File: src/rtl/lidx_pkg.sv
package lidx_pkg;
    parameter int IDX_W  = 13;
    parameter int WORD_W = 32;
    localparam int CONST_W = 3 * WORD_W;

    typedef struct packed {
        logic [IDX_W-1:0]  idx;
        logic [WORD_W-1:0] left;
        logic [IDX_W-1:0]  step;
    } lctx_t;

    localparam int CTX_W = $bits(lctx_t);

    typedef enum logic {ST_IDLE, ST_RUN} lst_t;
    typedef enum logic [1:0] {OP_HOLD, OP_LOAD, OP_STEP, OP_EXIT} lop_t;
endpackage

File: src/rtl/lidx_stack.sv
module lidx_stack #(
    parameter int DEPTH = 4,
    parameter int W     = 58
) (
    input  logic         clk,
    input  logic         rst_n,
    input  logic         push_i,
    input  logic         pop_i,
    input  logic [W-1:0] data_i,
    output logic [W-1:0] data_o,
    output logic         full_o,
    output logic         empty_o
);
    localparam int PW = $clog2(DEPTH + 1);

    logic [PW-1:0] ptr;
    logic [W-1:0]  mem [DEPTH];

    assign full_o  = (ptr == PW'(DEPTH));
    assign empty_o = (ptr == '0);

    for (genvar g = 0; g < DEPTH; g++) begin : g_level
        always_ff @(posedge clk) begin
            if (!rst_n)
                mem[g] <= '0;
            else if (push_i && !full_o && ptr == PW'(g))
                mem[g] <= data_i;
        end
    end

    always_ff @(posedge clk) begin
        if (!rst_n)
            ptr <= '0;
        else if (push_i && !full_o)
            ptr <= ptr + 1'b1;
        else if (pop_i && !empty_o)
            ptr <= ptr - 1'b1;
    end

    always_comb begin
        data_o = '0;
        for (int i = 0; i < DEPTH; i++)
            if (ptr == PW'(i + 1)) data_o = mem[i];
    end

    AST_NO_PUSH_FULL: assert property (@(posedge clk) disable iff (!rst_n)
        push_i |-> !full_o);
    AST_NO_POP_EMPTY: assert property (@(posedge clk) disable iff (!rst_n)
        pop_i |-> !empty_o);
    AST_ONE_STACK_OP: assert property (@(posedge clk) disable iff (!rst_n)
        !(push_i && pop_i));
endmodule

File: src/rtl/lidx_datapath.sv
module lidx_datapath
    import lidx_pkg::*;
(
    input  logic [CONST_W-1:0] const_i,
    input  lctx_t              cur_i,
    output lctx_t              load_o,
    output logic               trip_zero_o,
    output logic [IDX_W-1:0]   next_idx_o,
    output logic [WORD_W-1:0]  left_dec_o,
    output logic               last_o
);
    logic [WORD_W-1:0] w_trip, w_init, w_step;
    logic              const_unused;

    assign w_trip = const_i[WORD_W-1:0];
    assign w_init = const_i[2*WORD_W-1:WORD_W];
    assign w_step = const_i[3*WORD_W-1:2*WORD_W];
    assign const_unused = ^{w_init[WORD_W-1:IDX_W], w_step[WORD_W-1:IDX_W]};

    always_comb begin
        load_o.idx  = w_init[IDX_W-1:0];
        load_o.left = w_trip;
        load_o.step = w_step[IDX_W-1:0];
    end

    assign trip_zero_o = (w_trip == '0);
    assign next_idx_o  = cur_i.idx + cur_i.step;
    assign left_dec_o  = cur_i.left - 1'b1;
    assign last_o      = (cur_i.left == WORD_W'(1));
endmodule

File: src/rtl/lidx_fsm.sv
module lidx_fsm
    import lidx_pkg::*;
(
    input  logic clk,
    input  logic rst_n,
    input  logic start_i,
    input  logic iter_i,
    input  logic brk_i,
    input  logic trip_zero_i,
    input  logic last_i,
    input  logic stk_full_i,
    input  logic stk_empty_i,
    output lop_t op_o,
    output logic push_o,
    output logic pop_o,
    output logic done_set_o,
    output logic err_set_o,
    output logic run_o
);
    lst_t st, st_nxt;

    always_ff @(posedge clk) begin
        if (!rst_n) st <= ST_IDLE;
        else        st <= st_nxt;
    end

    always_comb begin
        st_nxt     = st;
        op_o       = OP_HOLD;
        done_set_o = 1'b0;
        err_set_o  = 1'b0;
        unique case (st)
            ST_IDLE: begin
                if (brk_i || iter_i) begin
                    err_set_o = 1'b1;                 // T_FAULT
                end else if (start_i) begin
                    if (trip_zero_i) begin
                        done_set_o = 1'b1;            // T_SKIP
                    end else begin
                        op_o   = OP_LOAD;             // T_START
                        st_nxt = ST_RUN;
                    end
                end
            end
            ST_RUN: begin
                if (brk_i) begin
                    op_o   = OP_EXIT;                 // T_BREAK
                    st_nxt = stk_empty_i ? ST_IDLE : ST_RUN;
                end else if (iter_i) begin
                    if (last_i) begin
                        op_o       = OP_EXIT;         // T_FINISH
                        done_set_o = 1'b1;
                        st_nxt     = stk_empty_i ? ST_IDLE : ST_RUN;
                    end else begin
                        op_o = OP_STEP;               // T_STEP
                    end
                end else if (start_i) begin
                    if (trip_zero_i)     done_set_o = 1'b1;  // T_SKIP
                    else if (stk_full_i) err_set_o  = 1'b1;  // T_FAULT
                    else                 op_o       = OP_LOAD; // T_NEST
                end
            end
            default: st_nxt = ST_IDLE;
        endcase
    end

    always_comb begin
        run_o  = (st == ST_RUN);
        push_o = (op_o == OP_LOAD) && (st == ST_RUN);
        pop_o  = (op_o == OP_EXIT) && !stk_empty_i;
    end
endmodule

File: src/rtl/loop_index_unit.sv
module loop_index_unit
    import lidx_pkg::*;
#(
    parameter int STACK_DEPTH = 4
) (
    input  logic               clk,
    input  logic               rst_n,
    input  logic               loop_start_i,
    input  logic               loop_iter_i,
    input  logic               loop_break_i,
    input  logic [CONST_W-1:0] loop_const_i,
    output logic [IDX_W-1:0]   index_o,
    output logic               done_o,
    output logic               err_o
);
    lctx_t             cur, load_ctx, saved_ctx;
    logic [CTX_W-1:0]  saved_bits;
    logic              trip_zero, last, stk_full, stk_empty;
    logic              push, pop, done_set, err_set, run;
    logic [IDX_W-1:0]  next_idx;
    logic [WORD_W-1:0] left_dec;
    lop_t              op;

    lidx_datapath u_dp (
        .const_i(loop_const_i), .cur_i(cur), .load_o(load_ctx),
        .trip_zero_o(trip_zero), .next_idx_o(next_idx),
        .left_dec_o(left_dec), .last_o(last)
    );

    lidx_fsm u_fsm (
        .clk(clk), .rst_n(rst_n), .start_i(loop_start_i), .iter_i(loop_iter_i),
        .brk_i(loop_break_i), .trip_zero_i(trip_zero), .last_i(last),
        .stk_full_i(stk_full), .stk_empty_i(stk_empty), .op_o(op),
        .push_o(push), .pop_o(pop), .done_set_o(done_set),
        .err_set_o(err_set), .run_o(run)
    );

    lidx_stack #(.DEPTH(STACK_DEPTH), .W(CTX_W)) u_stk (
        .clk(clk), .rst_n(rst_n), .push_i(push), .pop_i(pop),
        .data_i(cur), .data_o(saved_bits), .full_o(stk_full), .empty_o(stk_empty)
    );

    assign saved_ctx = lctx_t'(saved_bits);

    always_ff @(posedge clk) begin
        if (!rst_n) begin
            cur    <= '0;
            done_o <= 1'b0;
            err_o  <= 1'b0;
        end else begin
            unique case (op)
                OP_HOLD: ;
                OP_LOAD: cur <= load_ctx;
                OP_STEP: begin
                    cur.idx  <= next_idx;
                    cur.left <= left_dec;
                end
                OP_EXIT: cur <= stk_empty ? '0 : saved_ctx;
                default: ;
            endcase
            done_o <= done_set;
            err_o  <= err_o | err_set;
        end
    end

    assign index_o = cur.idx;

    AST_ERR_STICKY: assert property (@(posedge clk) disable iff (!rst_n)
        err_o |=> err_o);
    AST_QUIET_HOLD: assert property (@(posedge clk) disable iff (!rst_n)
        !(loop_start_i || loop_iter_i || loop_break_i) |=> $stable(index_o));
    AST_IDLE_ZERO: assert property (@(posedge clk) disable iff (!rst_n)
        !run |-> (index_o == '0));
    AST_DONE_CAUSE: assert property (@(posedge clk) disable iff (!rst_n)
        done_o |-> $past(loop_start_i || loop_iter_i));
    AST_IDLE_FAULT: assert property (@(posedge clk) disable iff (!rst_n)
        (!run && (loop_iter_i || loop_break_i)) |=> (err_o && index_o == '0));
endmodule

File: config.mk
export PLATFORM = sky130hd
export DESIGN_NAME = loop_index_unit
export DESIGN_NICKNAME = d
export VERILOG_FILES = /design/src/rtl/lidx_pkg.sv /design/src/rtl/lidx_stack.sv /design/src/rtl/lidx_datapath.sv /design/src/rtl/lidx_fsm.sv /design/src/rtl/loop_index_unit.sv
export SDC_FILE = /design/constraint.sdc
export NUM_CORES = 1
export LEC_CHECK = 0
export ABC_CLOCK_PERIOD_IN_PS = 15700
export CAP_MARGIN = 30
export CORE_UTILIZATION = 44
export DETAILED_ROUTE_END_ITERATION = 6
export HOLD_SLACK_MARGIN = 0.12
export SETUP_SLACK_MARGIN = 0.05
export SYNTH_ARGS = -nofsm -noshare
export SYNTH_HDL_FRONTEND = slang
export SYNTH_SLANG_ARGS = --single-unit
File: constraint.sdc
create_clock -name clk -period 15.7 [get_ports clk]
set_clock_uncertainty 0.1 [all_clocks]
set_input_delay 3.14 -clock clk [delete_from_list [all_inputs] [get_ports clk]]
set_output_delay 3.14 -clock clk [all_outputs]
set_load 0.05 [all_outputs]
==> results.sh <==
export IMPL_status="finished clean"
export IMPL_final_cell_count_no_fill=1844
export IMPL_die_w_um=184
export IMPL_clockPowerShare_pct=44.1
export IMPL_post_cts_buffers=0
export IMPL_p_sw_share_pct=23.6
export IMPL_ys_ff_latch=296
export IMPL_antenna_cells=0
export IMPL_gp_congestion=0.864
export IMPL_worst_ep_arrival_time_ps=7200
export IMPL_core_um2=32500
export IMPL_hold_path_class="reg -> reg"
export IMPL_wl_per_cell_um=24.1
export IMPL_critPathLaunch="loop_break_i"
export IMPL_dp_cells=1781
export IMPL_r2r_setup_slack_ps=11500
export IMPL_drt_pre_antenna_iters=6
export IMPL_layout_min_cycle_time_ps=6930
export IMPL_dpl_hpwl_um=25100
export IMPL_grt_pass1_wl_um=67100
export IMPL_p_switching_uw=450
export IMPL_syn_inst=1357
export IMPL_cts_tree="yes"
export IMPL_synthArstFlopShare_pct=0
export IMPL_crit_path_frequent_cell="buf_4"
export IMPL_remaining_drc_errors=0
export IMPL_grt_max_degree=73
export IMPL_synthFlopType="edfxtp_1"
export IMPL_synth_top_cells_by_area="edfxtp_1 48%, and2_1 9.1%, dfxtp_1 8.8%"
export IMPL_gr_total_overflow=0
export IMPL_antenna_found_initial=0
export IMPL_synth_top_area_share_pct=48.0
export IMPL_worstPathCellList="clkdlybuf4s50_1 > nor2_1 > nor4bb_1 > nand2_1 > buf_4 > nor2_4 > buf_4 > and2_1"
export IMPL_synth_nets=1479
export IMPL_reg2reg_depth=9
export IMPL_nets=1498
export IMPL_crit_family="simple AND/OR/NAND/NOR gates"
export IMPL_vdd_drop_max_uv=81.4
export IMPL_cp_slowest_cell="nor4bb_1"
export IMPL_cp_depth=8
export IMPL_p_leak_nw=5.85
export IMPL_grt_setup_unrepaired="no"
export IMPL_fin_tns_setup_ps=0
export IMPL_setup_violations=0
export IMPL_io_buffers=77
export IMPL_cap_violations=0
export IMPL_powerDensity_nw_per_um2=113
export IMPL_cts_buffer_depth=3
export IMPL_critPathRequiredTime_ps=15980
export IMPL_synth_area_per_cell_um2=10.7
export IMPL_clk_pin_slew_ps=60
export IMPL_grt_usage_pct=26.6
export IMPL_hold_viol=0
export IMPL_end_kind="flip-flop"
export IMPL_max_stage_delay_ps=790
export IMPL_r2r_start="u_stk.ptr[0]"
export IMPL_ios=116
export IMPL_yosysWarnings=0
export IMPL_place_ws_ps=8360
export IMPL_yosysTopAreaCell="edfxtp_1"
export IMPL_synth_edf_count=232
export IMPL_drt_initial_drc_count=1283
export IMPL_initial_core_util_pct=44.7
export IMPL_seq_power_share_pct=47.2
export IMPL_synth_seq_area_share_pct=56.9
export IMPL_cts_sinks=296
export IMPL_timing_hold_ws_ps=425
export IMPL_hp_start="u_stk.ptr[0]"
export IMPL_cts_hold_fix_buffers=0
export IMPL_crit_buf_inv=3
export IMPL_p_comb_share_pct=8.7
export IMPL_numCtsBuffers=35
export IMPL_synth_cell_types=65
export IMPL_root_buffer="clkbuf_16"
export IMPL_cp_start_kind="input port"
export IMPL_htreeDepth=2
export IMPL_crit_fanout=27
export IMPL_routed_wl_um=44400
export IMPL_post_cts_resized=0
export IMPL_die_h_um=184
export IMPL_fin_ws_ps=8770
export IMPL_finalMaxSlewViolations=0
export IMPL_layout_drive_gt1_share_pct=6.92
export IMPL_crit_type="in -> reg"
export IMPL_internal_power_mw=1.46
export IMPL_dieArea_um2=33700
export IMPL_areaGrowthSynthToFinish_pct=15.9
export IMPL_grt_pass1_vias=10900
export IMPL_ant_nets=0
export IMPL_slew_headroom_pct=29.2
export IMPL_fmax_mhz=144
export IMPL_endpoint="u_stk.mem[3][30]"
export IMPL_num_vias=11200
export IMPL_rows=66
export IMPL_syn_area_um2=14500
export IMPL_insertion_delay_ps=510
export IMPL_reg2reg_to="u_stk.mem[3][30]"
export IMPL_worst_pin_slew_ps=1060
export IMPL_via_per_inst=6.10
export IMPL_finalCritPeriodShare_pct=44.1
-- worst min path at each step --
stage	to	slack, ps	cells past startpoint
finish	u_stk.ptr[0]	420	2
global route	u_stk.ptr[0]	460	2
CTS	u_stk.ptr[0]	420	2
detailed placement	u_stk.ptr[0]	420	2
global placement	u_stk.ptr[0]	410	2
floorplan	cur[5]	370	2
-- power by group through the flow --
stage                     Sequential [mW]  Clock [mW]  Combinational, mW
after floorplan                     0.909           0              0.104
after global placement              0.915           0              0.161
after global routing                0.904       0.881              0.178
after detailed placement            0.917           0              0.163
after CTS                           0.900       0.850              0.164
final                               0.900       0.840              0.165
-- metal layers --
| layer | up-vias | track usage (%) | routed length [µm] |
|---|---|---|---|
| met1 | 5587 | 36.2 | 19200 |
| li1 | 5117 | - | - |
| met5 | - | 0 | 0 |
| met4 | 0 | 8.50 | 1210 |
| met2 | 469 | 43.3 | 20600 |
| met3 | 75 | 4.40 | 3420 |
-- through the flow --
step / area, µm² / power [mW] / util [%]
floorplan: 14500 / 1.01 / -
global placement: 15600 / 1.08 / 48.0
detailed placement: 15600 / 1.08 / 48.1
CTS: 16800 / 1.91 / 51.8
global route: 16800 / 1.96 / 51.8
finish: 16800 / 1.91 / 51.8
-- final cells by class --
type | count | area (µm²)
clock buffer | 50 | 995
clock inverter | 13 | 194
fill | 2901 | 15600
inverter | 14 | 52.6
multi-input combinational | 925 | 5780
sequential | 296 | 8250
tap | 442 | 553
timing repair buffer | 104 | 988
-- cell usage in the layout, fill, tap and decap left out, types with 19 or more instances in the layout --
cell	Yosys	layout
clkbuf_16	0	37
o21ai_0	72	67
nor2_1	102	98
clkdlybuf4s50_1	0	76
and2_1	212	211
dfxtp_1	64	64
o31ai_1	19	19
nand2_1	71	71
buf_4	13	26
a21oi_1	84	84
a221oi_1	66	66
ha_1	20	19
nor3_1	77	77
edfxtp_1	232	232
-- worst min-delay path, cell delays in order, from the launching register on --
cell	delay [ps]
dfxtp_1	340
nand3_1	70
a21boi_0	70
-- Yosys cell counts (5+ instances only) --
library cell    n
edfxtp_1      232
and2_1        212
nor2_1        102
clkbuf_1       96
a21oi_1        84
nor3_1         77
o21ai_0        72
nand2_1        71
a221oi_1       66
dfxtp_1        64
ha_1           20
o31ai_1        19
nand3_1        18
a32o_1         17
nor4_1         17
buf_4          13
inv_1          12
xnor2_1        11
o211ai_1        9
o21a_1          9
a32oi_1         8
or3_1           8
a211o_1         7
buf_2           7
nor2b_1         7
o21ai_1         7
a211oi_1        6
o221ai_1        6
a22oi_1         5
a31oi_1         5
nand4_1         5
-- logic make-up after synthesis --
family	synth area share, %
and+or+nand+nor	19.3
AOI/OAI and AO/OA	16.8
DFF	56.9
buffers and inverters	4.12
adders and majority gates	1.86
xor gates and xnor gates	0.845
muxes	0.138
-- flip-flops by register name, indices dropped and copies added, names as in the netlist --
name	flops
u_stk.ptr	3
u_stk.mem	232
u_fsm.run_o	1
err_o	1
cur	45
index_o	13
done_o	1
(Power assumes the default switching activity.)
